$ cat src/rtl/adc_seq_pkg.sv
package adc_seq_pkg;

  typedef enum logic [2:0] {
    MODE_SINGLE  = 3'd0,
    MODE_REPEAT  = 3'd1,
    MODE_SWEEP   = 3'd2,
    MODE_RSWEEP0 = 3'd3,
    MODE_RSWEEP1 = 3'd4
  } adc_mode_e;

  localparam int DIVW = 4;

  // Clock cycles per conversion tick for each select code.
  function automatic logic [DIVW-1:0] div_ratio(input logic [2:0] sel);
    case (sel)
      3'd0:    div_ratio = 4'd1;
      3'd1:    div_ratio = 4'd2;
      3'd2:    div_ratio = 4'd3;
      3'd3:    div_ratio = 4'd4;
      3'd4:    div_ratio = 4'd6;
      default: div_ratio = 4'd12;
    endcase
  endfunction

endpackage

$ cat src/rtl/adc_clkdiv.sv
module adc_clkdiv
  import adc_seq_pkg::*;
(
  input  logic       clk,
  input  logic       rst_n,
  input  logic       clr,
  input  logic       run,
  input  logic [2:0] div_sel,
  output logic       tick
);

  logic [DIVW-1:0] cnt;
  logic [DIVW-1:0] lim;

  assign lim  = div_ratio(div_sel) - 4'd1;
  assign tick = run && (cnt == lim);

  always_ff @(posedge clk or negedge rst_n) begin
    if (!rst_n)                   cnt <= '0;
    else if (clr || !run || tick) cnt <= '0;
    else                          cnt <= cnt + 1'b1;
  end

endmodule

$ cat src/rtl/adc_sar.sv
module adc_sar #(
  parameter int RW     = 10,
  parameter int RES_LO = 8,
  parameter int B_8    = 49,
  parameter int B_10   = 59,
  parameter int B_SH8  = 28,
  parameter int B_SH10 = 33
) (
  input  logic          clk,
  input  logic          rst_n,
  input  logic          clr,
  input  logic          run,
  input  logic          tick,
  input  logic          res10,
  input  logic          sh,
  input  logic          cmp,
  output logic [RW-1:0] dac_code,
  output logic          last,
  output logic [RW-1:0] result
);

  localparam int BM1  = (B_8 > B_10) ? B_8 : B_10;
  localparam int BM2  = (B_SH8 > B_SH10) ? B_SH8 : B_SH10;
  localparam int BMAX = (BM1 > BM2) ? BM1 : BM2;
  localparam int TCW  = $clog2(BMAX + 1);

  logic [TCW-1:0] tc, budget, trial_start, pos;
  logic [TCW-1:0] nb;
  logic [RW-1:0]  sar, mask, sar_next;
  logic           in_trial;

  assign nb          = res10 ? TCW'(RW) : TCW'(RES_LO);
  assign budget      = sh ? (res10 ? TCW'(B_SH10) : TCW'(B_SH8))
                          : (res10 ? TCW'(B_10)   : TCW'(B_8));
  assign trial_start = budget - nb;
  assign in_trial    = (tc >= trial_start);
  assign pos         = budget - TCW'(1) - tc;
  assign mask        = in_trial ? (RW'(1) << pos) : '0;
  assign dac_code    = sar | mask;
  assign sar_next    = (tick && in_trial && cmp) ? (sar | mask) : sar;
  assign last        = run && tick && (tc == budget - TCW'(1));
  assign result      = sar_next;

  always_ff @(posedge clk or negedge rst_n) begin
    if (!rst_n) begin
      tc  <= '0;
      sar <= '0;
    end else if (clr || !run) begin
      tc  <= '0;
      sar <= '0;
    end else if (tick) begin
      if (last) begin
        tc  <= '0;
        sar <= '0;
      end else begin
        tc  <= tc + 1'b1;
        sar <= sar_next;
      end
    end
  end

endmodule

$ cat src/rtl/adc_chsel.sv
module adc_chsel
  import adc_seq_pkg::*;
#(
  parameter int NCH = 8,
  localparam int CHW = $clog2(NCH)
) (
  input  logic           clk,
  input  logic           rst_n,
  input  logic           init,
  input  logic           adv,
  input  adc_mode_e      mode,
  input  logic [CHW-1:0] pri,
  input  logic [1:0]     grp,
  output logic [CHW-1:0] ch,
  output logic           final_ch
);

  localparam int GSTEP = NCH / 4;

  logic [CHW:0]   gsize;
  logic [CHW-1:0] last_idx, ptr, n1, nskip;
  logic           pturn;

  assign gsize    = (CHW+1)'((32'(grp) + 32'd1) * GSTEP);
  assign last_idx = CHW'(gsize - 1'b1);

  function automatic logic [CHW-1:0] wrap_inc(input logic [CHW-1:0] x,
                                              input logic [CHW-1:0] top);
    wrap_inc = (x == top) ? '0 : x + 1'b1;
  endfunction

  assign n1    = wrap_inc(ptr, last_idx);
  assign nskip = (n1 == pri) ? wrap_inc(n1, last_idx) : n1;

  always_comb begin
    case (mode)
      MODE_SWEEP, MODE_RSWEEP0: ch = ptr;
      MODE_RSWEEP1:             ch = pturn ? pri : ptr;
      default:                  ch = pri;
    endcase
  end

  assign final_ch = (mode == MODE_SINGLE) ||
                    ((mode == MODE_SWEEP) && (ptr == last_idx)) ||
                    (mode > MODE_RSWEEP1);

  always_ff @(posedge clk or negedge rst_n) begin
    if (!rst_n) begin
      ptr   <= '0;
      pturn <= 1'b0;
    end else if (init) begin
      ptr   <= ((mode == MODE_RSWEEP1) && (pri == '0)) ? CHW'(1) : '0;
      pturn <= (mode == MODE_RSWEEP1);
    end else if (adv) begin
      case (mode)
        MODE_SWEEP, MODE_RSWEEP0: ptr <= n1;
        MODE_RSWEEP1: begin
          if (pturn) begin
            pturn <= 1'b0;
          end else begin
            pturn <= 1'b1;
            ptr   <= nskip;
          end
        end
        default: ;
      endcase
    end
  end

endmodule

$ cat src/rtl/adc_resbank.sv
module adc_resbank #(
  parameter int NCH = 8,
  parameter int RW  = 10,
  localparam int CHW = $clog2(NCH)
) (
  input  logic           clk,
  input  logic           rst_n,
  input  logic           we,
  input  logic [CHW-1:0] wch,
  input  logic [RW-1:0]  wdata,
  input  logic [CHW-1:0] rch,
  output logic [RW-1:0]  rdata
);

  logic [RW-1:0] regs [NCH];

  for (genvar i = 0; i < NCH; i++) begin : g_slot
    logic [RW-1:0] q;
    always_ff @(posedge clk or negedge rst_n) begin
      if (!rst_n)                        q <= '0;
      else if (we && (wch == CHW'(i)))   q <= wdata;
    end
    assign regs[i] = q;
  end

  assign rdata = regs[rch];

endmodule

$ cat src/rtl/adc_seq.sv
module adc_seq
  import adc_seq_pkg::*;
#(
  parameter int NCH    = 8,
  parameter int RW     = 10,
  parameter int RES_LO = 8,
  parameter int B_8    = 49,
  parameter int B_10   = 59,
  parameter int B_SH8  = 28,
  parameter int B_SH10 = 33,
  localparam int CHW   = $clog2(NCH)
) (
  input  logic           clk,
  input  logic           rst_n,
  input  logic [2:0]     cfg_div,
  input  logic           cfg_res10,
  input  logic           cfg_sh,
  input  logic [2:0]     cfg_mode,
  input  logic [CHW-1:0] cfg_chan,
  input  logic [1:0]     cfg_grp,
  input  logic           cfg_ext,
  input  logic           start_set,
  input  logic           start_clr,
  input  logic           trig_n,
  input  logic           cmp_in,
  output logic [RW-1:0]  dac_code,
  output logic [CHW-1:0] cur_ch,
  output logic           busy,
  output logic           start_bit,
  output logic           done,
  output logic [CHW-1:0] done_ch,
  input  logic [CHW-1:0] rd_ch,
  output logic [RW-1:0]  rd_data
);

  adc_mode_e      mode;
  logic           running, start_q, trig_q, done_q;
  logic [CHW-1:0] done_ch_q, ch;
  logic           fall, go, abort_now, tick, last, accept, fin;
  logic [RW-1:0]  result;

  assign mode      = adc_mode_e'(cfg_mode);
  assign fall      = trig_q && !trig_n;
  assign abort_now = start_clr;
  // Software start only from idle; external start on any armed falling edge.
  assign go        = cfg_ext ? (fall && start_q) : (start_set && !start_q);
  // Abort and restart both take priority over a finishing conversion.
  assign accept    = last && !abort_now && !go;

  adc_clkdiv u_div (
    .clk     (clk),
    .rst_n   (rst_n),
    .clr     (go),
    .run     (running),
    .div_sel (cfg_div),
    .tick    (tick)
  );

  adc_sar #(
    .RW(RW), .RES_LO(RES_LO), .B_8(B_8), .B_10(B_10),
    .B_SH8(B_SH8), .B_SH10(B_SH10)
  ) u_sar (
    .clk      (clk),
    .rst_n    (rst_n),
    .clr      (go),
    .run      (running),
    .tick     (tick),
    .res10    (cfg_res10),
    .sh       (cfg_sh),
    .cmp      (cmp_in),
    .dac_code (dac_code),
    .last     (last),
    .result   (result)
  );

  adc_chsel #(.NCH(NCH)) u_chsel (
    .clk      (clk),
    .rst_n    (rst_n),
    .init     (go),
    .adv      (accept && !fin),
    .mode     (mode),
    .pri      (cfg_chan),
    .grp      (cfg_grp),
    .ch       (ch),
    .final_ch (fin)
  );

  adc_resbank #(.NCH(NCH), .RW(RW)) u_bank (
    .clk   (clk),
    .rst_n (rst_n),
    .we    (accept),
    .wch   (ch),
    .wdata (result),
    .rch   (rd_ch),
    .rdata (rd_data)
  );

  always_ff @(posedge clk or negedge rst_n) begin
    if (!rst_n) begin
      running   <= 1'b0;
      start_q   <= 1'b0;
      trig_q    <= 1'b1;
      done_q    <= 1'b0;
      done_ch_q <= '0;
    end else begin
      trig_q <= trig_n;
      done_q <= accept;
      if (accept) done_ch_q <= ch;
      if (abort_now) begin
        running <= 1'b0;
        start_q <= 1'b0;
      end else if (go) begin
        running <= 1'b1;
        start_q <= 1'b1;
      end else if (accept && fin) begin
        running <= 1'b0;
        start_q <= 1'b0;
      end else if (start_set) begin
        start_q <= 1'b1;
      end
    end
  end

  assign cur_ch    = ch;
  assign busy      = running;
  assign start_bit = start_q;
  assign done      = done_q;
  assign done_ch   = done_ch_q;

endmodule

$ cat config.mk
export PLATFORM = sky130hd
export DESIGN_NAME = adc_seq
export DESIGN_NICKNAME = d
export VERILOG_FILES = /design/src/rtl/adc_seq_pkg.sv /design/src/rtl/adc_clkdiv.sv /design/src/rtl/adc_sar.sv /design/src/rtl/adc_chsel.sv /design/src/rtl/adc_resbank.sv /design/src/rtl/adc_seq.sv
export SDC_FILE = /design/constraint.sdc
export NUM_CORES = 1
export LEC_CHECK = 0
export ABC_AREA = 0
export BUFFER_PORTS_ARGS = -buffer_cell sky130_fd_sc_hd__buf_2
export CORE_ASPECT_RATIO = 0.5
export CORE_MARGIN = 3
export CORE_UTILIZATION = 55
export CTS_CLUSTER_SIZE = 8
export DETAILED_ROUTE_END_ITERATION = 10
export PLACE_DENSITY = 0.79
export RECOVER_POWER = 25
export SYNTH_ARGS = -nofsm -noshare
export SYNTH_HDL_FRONTEND = slang
export SYNTH_SLANG_ARGS = --single-unit
$ cat constraint.sdc
create_clock -name clk -period 5.59 [get_ports clk]
set_clock_uncertainty 0.15 [all_clocks]
set_input_delay 1.118 -clock clk [delete_from_list [all_inputs] [get_ports clk]]
set_output_delay 1.118 -clock clk [all_outputs]
set_load 0.02 [all_outputs]
* Word-level counts from Yosys, hierarchy flattened
Index checks and enable logic that the tools add are counted. Widths: inputs -> output; s select.
Storage, ports and cells: register bits after elaboration 111, latch bits 0, bits in writable memories 0, memory bits (read-only) 0, input port bits 23, output and inout port bits 29, word-level logic and storage cells 138, memories 0
Operators by class: add/subtract/negate cells 10, $mul 0, divide/modulo/power cells 0, order comparisons 3, eq/ne operators 20, shift-type cells 1, mux-type cells 39, bitwise logic cells 2, reductions and logical operators 45
Operator list (count):
- $mux 10 | 7
- $bmux 10 s3 | 1
- $mux 6 | 5
- $logic_and 1x1->1 | 22
- $mux 3 | 7
- $pmux 4 s5 | 1
- $eq 3x2->1 const B | 6
- $eq 3x3->1 const B | 6
- $mux 1 | 13
- $logic_not 3->1 | 4
- $pmux 3 s2 | 2
- $sub 6x6->6 | 2
- $or 10x10->10 | 1
- $shl 1x6->10 const A | 1
- $eq 3x3->1 | 3
- $mux 4 | 2
- $add 3x1->3 const B | 2
- $add 6x1->6 const B | 1
- $eq 3x1->1 const B | 2
- $eq 6x6->1 | 1
- $ge 6x6->1 | 1
- $logic_not 1->1 | 6
- $reduce_bool 2->1 | 3
- $reduce_bool 3->1 | 2
- 16 further kinds | 19

* Longest topological paths before layout
word-level depth 13, mapped depth 12, mapped depth without buffers 12

* Hierarchy
From an unflattened synthesis, not the netlist that was laid out.
Second synthesis, totals: cells, all modules 494, area total of the unflattened synthesis 6446.2 um2
By module, submodules not included:
- adc_resbank | times used 1, cells an instance 210, area each 3694.8 um2, sequential area each 2001.9 um2
- adc_sar | times used 1, cells an instance 157, area each 1525.2 um2, sequential area each 400.4 um2
- adc_chsel | times used 1, cells an instance 75, area each 630.6 um2, sequential area each 100.1 um2
- adc_seq | times used 1, cells an instance 22, area each 299.0 um2, sequential area each 176.4 um2
- adc_clkdiv | times used 1, cells an instance 30, area each 296.5 um2, sequential area each 100.1 um2

* Least setup slack after synthesis
OpenSTA, ideal clock, no wires.
path type input to output, start input cfg_res10, end output dac_code[3], data arrival time 3.581 ns, data required time 4.322 ns, slack 0.741 ns, cell stages on the path 10, buffers on the path 0, cell sequence inv_1 -> ha_1 -> xor2_1 -> ha_1 -> o21ai_0 -> a2111oi_0 -> a211o_1 -> nor3b_2 -> nand3_1 -> o21bai_1
Between the ends: word-level cells in the longest chain between the ends 7, elaborated cells on any way between the ends 11, those cells by class add/sub: 3; order compare: 1; shift: 1; mux: 5; bitwise: 1
RTL lines:
- start, declared | RTL line adc_seq.sv:16 | input logic cfg_res10,
- $mux 6 / $mux 4 (equally long branches) | RTL line adc_sar.sv:33, adc_sar.sv:34
- $mux 6 | RTL line adc_sar.sv:33 | assign budget = sh ? (res10 ? TCW'(B_SH10) : TCW'(B_SH8))
- $sub 6x1->6 | RTL line adc_sar.sv:37 | assign pos = budget - TCW'(1) - tc;
- $sub 6x6->6 | RTL line adc_sar.sv:37
- $shl 1x6->10 | RTL line adc_sar.sv:38 | assign mask = in_trial ? (RW'(1) << pos) : '0;
- $mux 10 (*) | RTL line adc_sar.sv:38
- $or 10x10->10 (*) | RTL line adc_sar.sv:39 | assign dac_code = sar | mask;
- end, declared | RTL line adc_seq.sv:26 | output logic [RW-1:0] dac_code,
Mark *: on every way between the ends. The rest lies on a longest branch, timed or not.

* Worst setup path after layout
Same ends and word-level chain as after synthesis.

==> impl_metrics.ini <==
[outcome]
status = complete, but fails checks
violations = max-capacitance violations, max-slew violations

[detailed_routing]
avgRoutedWirePerCell_um = 18.9
wl_met1_um = 6150
routed_wl_um = 13100
met3_length_um = 650
detail-route-antenna-nets = 0
drc = 0
dr.first_iter.drc_count = 237
vias = 4124
highest_layer = met4
dr.pass1.iters = 4
wl_met2_um = 6160
via_per_inst = 5.97

[clock_network]
clkLatencyLatePin_ns = 0.35
clockBufferDepth = 2
holdBufCountCts = 0
cts_resized = 0
tritoncts = yes
clock_sinks = 111
post_cts_buffers = 0
clk_pin_slew_ns = 0.07
htreeDepth = 3
cts_inserted_buffers = 9
clockRootBuffer = clkbuf_16

[timing]
rsz0062_at_grt = no
period_minus_slack_ns = 5.09
setup_viol = 0
timing.setup.tns_ns = 0
post-route-period-util_pct = 91.1
fmax_mhz = 196
drv_slew = 79
hold_viol_final = 0
worst_pin_slew_ns = 4.12
max_slew_margin_pct = -175
setup_ws_ns = 0.499

[critical_path]
critical_path_arrival_ns = 3.82
cp_max_fo = 7
r2r-end = u_bank.g_slot[3].q[0]
r2r_start = u_sar.tc[2]
crit_type = input pin to primary output
cp.required_ns = 4.32
crit_chain = buf_2, inv_1, ha_1, xor2_1, ha_1, o21ai_0, a2111oi_0, a211o_1, nor3b_2, nand3_1, o21bai_1, buf_2
startpoint_type = input pin
r2r_cells = 8
cpMaxStageDelayCell = a2111oi_0
r2r_setup_slack_ns = 2.13
crit_buf_inv = 3
end_kind = primary output
crit_family = compound AO/OA/AOI/OAI gates
crit_path_max_incr_delay_ns = 0.41

[logic_synthesis]
ys_ff_latch = 111
synth_cell_types = 61
synth_area_leaders = dfrtp_1 (44%), mux2_2 (16%), mux4_2 (7.3%), ha_1 (4.2%), xnor2_1 (2.4%)
syn_nets = 544
synth_cells = 499
yosysSeqAreaShare_pct = 44.9
yosys_most_used_dff = dfrtp_1
yosysTopAreaCell = dfrtp_1
syn-cell-area_um2 = 6190
synth_top_area_share_pct = 44.5
synth_commonest_cells = dfrtp_1 (110), mux2_2 (90), inv_1 (24), nand2_1 (22), ha_1 (21)
yosysMostFrequentCell = dfrtp_1
synth.avg_cell_area_um2 = 12.4
synth-edff-count = 0
async_reset_ff_share_pct = 100
yosys_warnings = 0

[place]
place_congestion = 0.912
dp_slack_ns = 0.505
port-buffer-count = 51
dp_hpwl_um = 9480
dpl-instance-area_um2 = 6580

[finish]
fin_nets = 591
fin_area_um2 = 6900
antenna_cells = 0
final.fill_count = 787
area_growth_pct = 11.4
drive_gt1_share_pct = 38.1

[die]
die_w_um = 156
core-area_um2 = 10600
dieArea_um2 = 12600
die_h_um = 81
initial_core_util_pct = 58.5
ios = 52
fp-row-count = 26

[pwr]
max-vdd-ir-drop_uv = 159
power.density_nw_per_um2 = 238
p_total_mw = 1.64
p_leak_nw = 3.34

[min_path]
whs_path_depth = 1
min_to = u_bank.g_slot[3].q[4]
min_from = u_bank.g_slot[3].q[4]
hp-class = flip-flop to flip-flop

[grt]
grt_first_pass_wirelength_um = 21400
grt_overflow = 0
grt_pass1_vias = 4144
grtUsageTotal_pct = 22.2
antenna_found_initial = 0
grt_max_degree = 79

[flow_run]
cap_violations = 1
-- power breakdown --
part | internal, mW | total [mW] | leakage [nW] | switching (mW)
Combinational | 0.0501 | 0.149 | 1.64 | 0.0993
Clock | 0.363 | 0.686 | 0.155 | 0.323
Sequential | 0.806 | 0.809 | 1.54 | 0.00375
Total | 1.22 | 1.64 | 3.34 | 0.426
-- cell type report --
type	instances	area (µm²)	area share, %
clock buffers	9	225	3.27
clock inverters	7	96.3	1.40
inverters	25	93.8	1.36
multi-input cells	343	3230	46.9
flip-flops and latches	111	2780	40.3
well taps	140	175	2.54
repair buffers	56	292	4.23
-- cell usage in the layout, fill, tap and decap left out, types with 3 or more instances in the layout --
cell / n
a21boi_0: 4
a21o_1: 8
a21oi_1: 10
a31o_2: 5
a41o_1: 3
and3_2: 3
buf_2: 50
buf_4: 5
clkbuf_16: 9
dfrtp_1: 110
ha_1: 21
inv_1: 24
inv_8: 3
mux2_2: 90
mux2i_1: 5
mux4_2: 20
nand2_1: 22
nand3_1: 17
nor2_1: 16
nor3_1: 13
nor3b_1: 3
nor4b_4: 3
o21a_1: 4
o21ai_0: 16
o21bai_1: 4
o31ai_1: 3
or2_2: 4
xnor2_1: 17
xor2_1: 9
-- stage by stage --
stage	std cells	hold WS [ns]	utilization [%]
CTS	691	0.354	65.3
global route	691	0.366	65.2
finish	691	0.356	65.2
detailed placement	675	0.325	62.2
floorplan	499	0.303	-
global placement	675	0.319	62.2
-- registers in the layout, summed over array words and instances (netlist names) --
register	cells
done	1
done_ch	3
u_sar.tc	6
u_bank.g_slot.q	80
trig_q	1
busy	1
start_bit	1
u_div.cnt	4
u_chsel.pturn	1
u_chsel.ptr	3
u_sar.sar	10
-- kinds of logic (layout without fill, tap and decap cells) --
kind of cell	after synthesis	in the layout	synth area share, %
compound gates	73	73	8.33
xor+xnor	27	27	3.94
fa+ha+maj	22	22	4.57
buf+inv	45	97	2.81
flops	111	111	44.9
mux	118	118	25.1
simple gates	103	103	10.4
-- how the worst max path moves through the flow --
stage	end	startpoint	cells after the start
final	dac_code[3]	cfg_res10	12
after global placement	dac_code[3]	cfg_res10	12
after global routing	u_sar.sar[8]	rst_n	1
after detailed placement	dac_code[3]	cfg_res10	12
after floorplan	dac_code[3]	cfg_res10	10
after CTS	dac_code[3]	cfg_res10	12
-- routing by layer --
metal	GRT usage, %	vias up
met5	0	-
met4	3.96	0
met3	6.23	11
met2	35.9	82
met1	30.7	2091
li1	-	1940
Power figures use the tool's default switching activity.
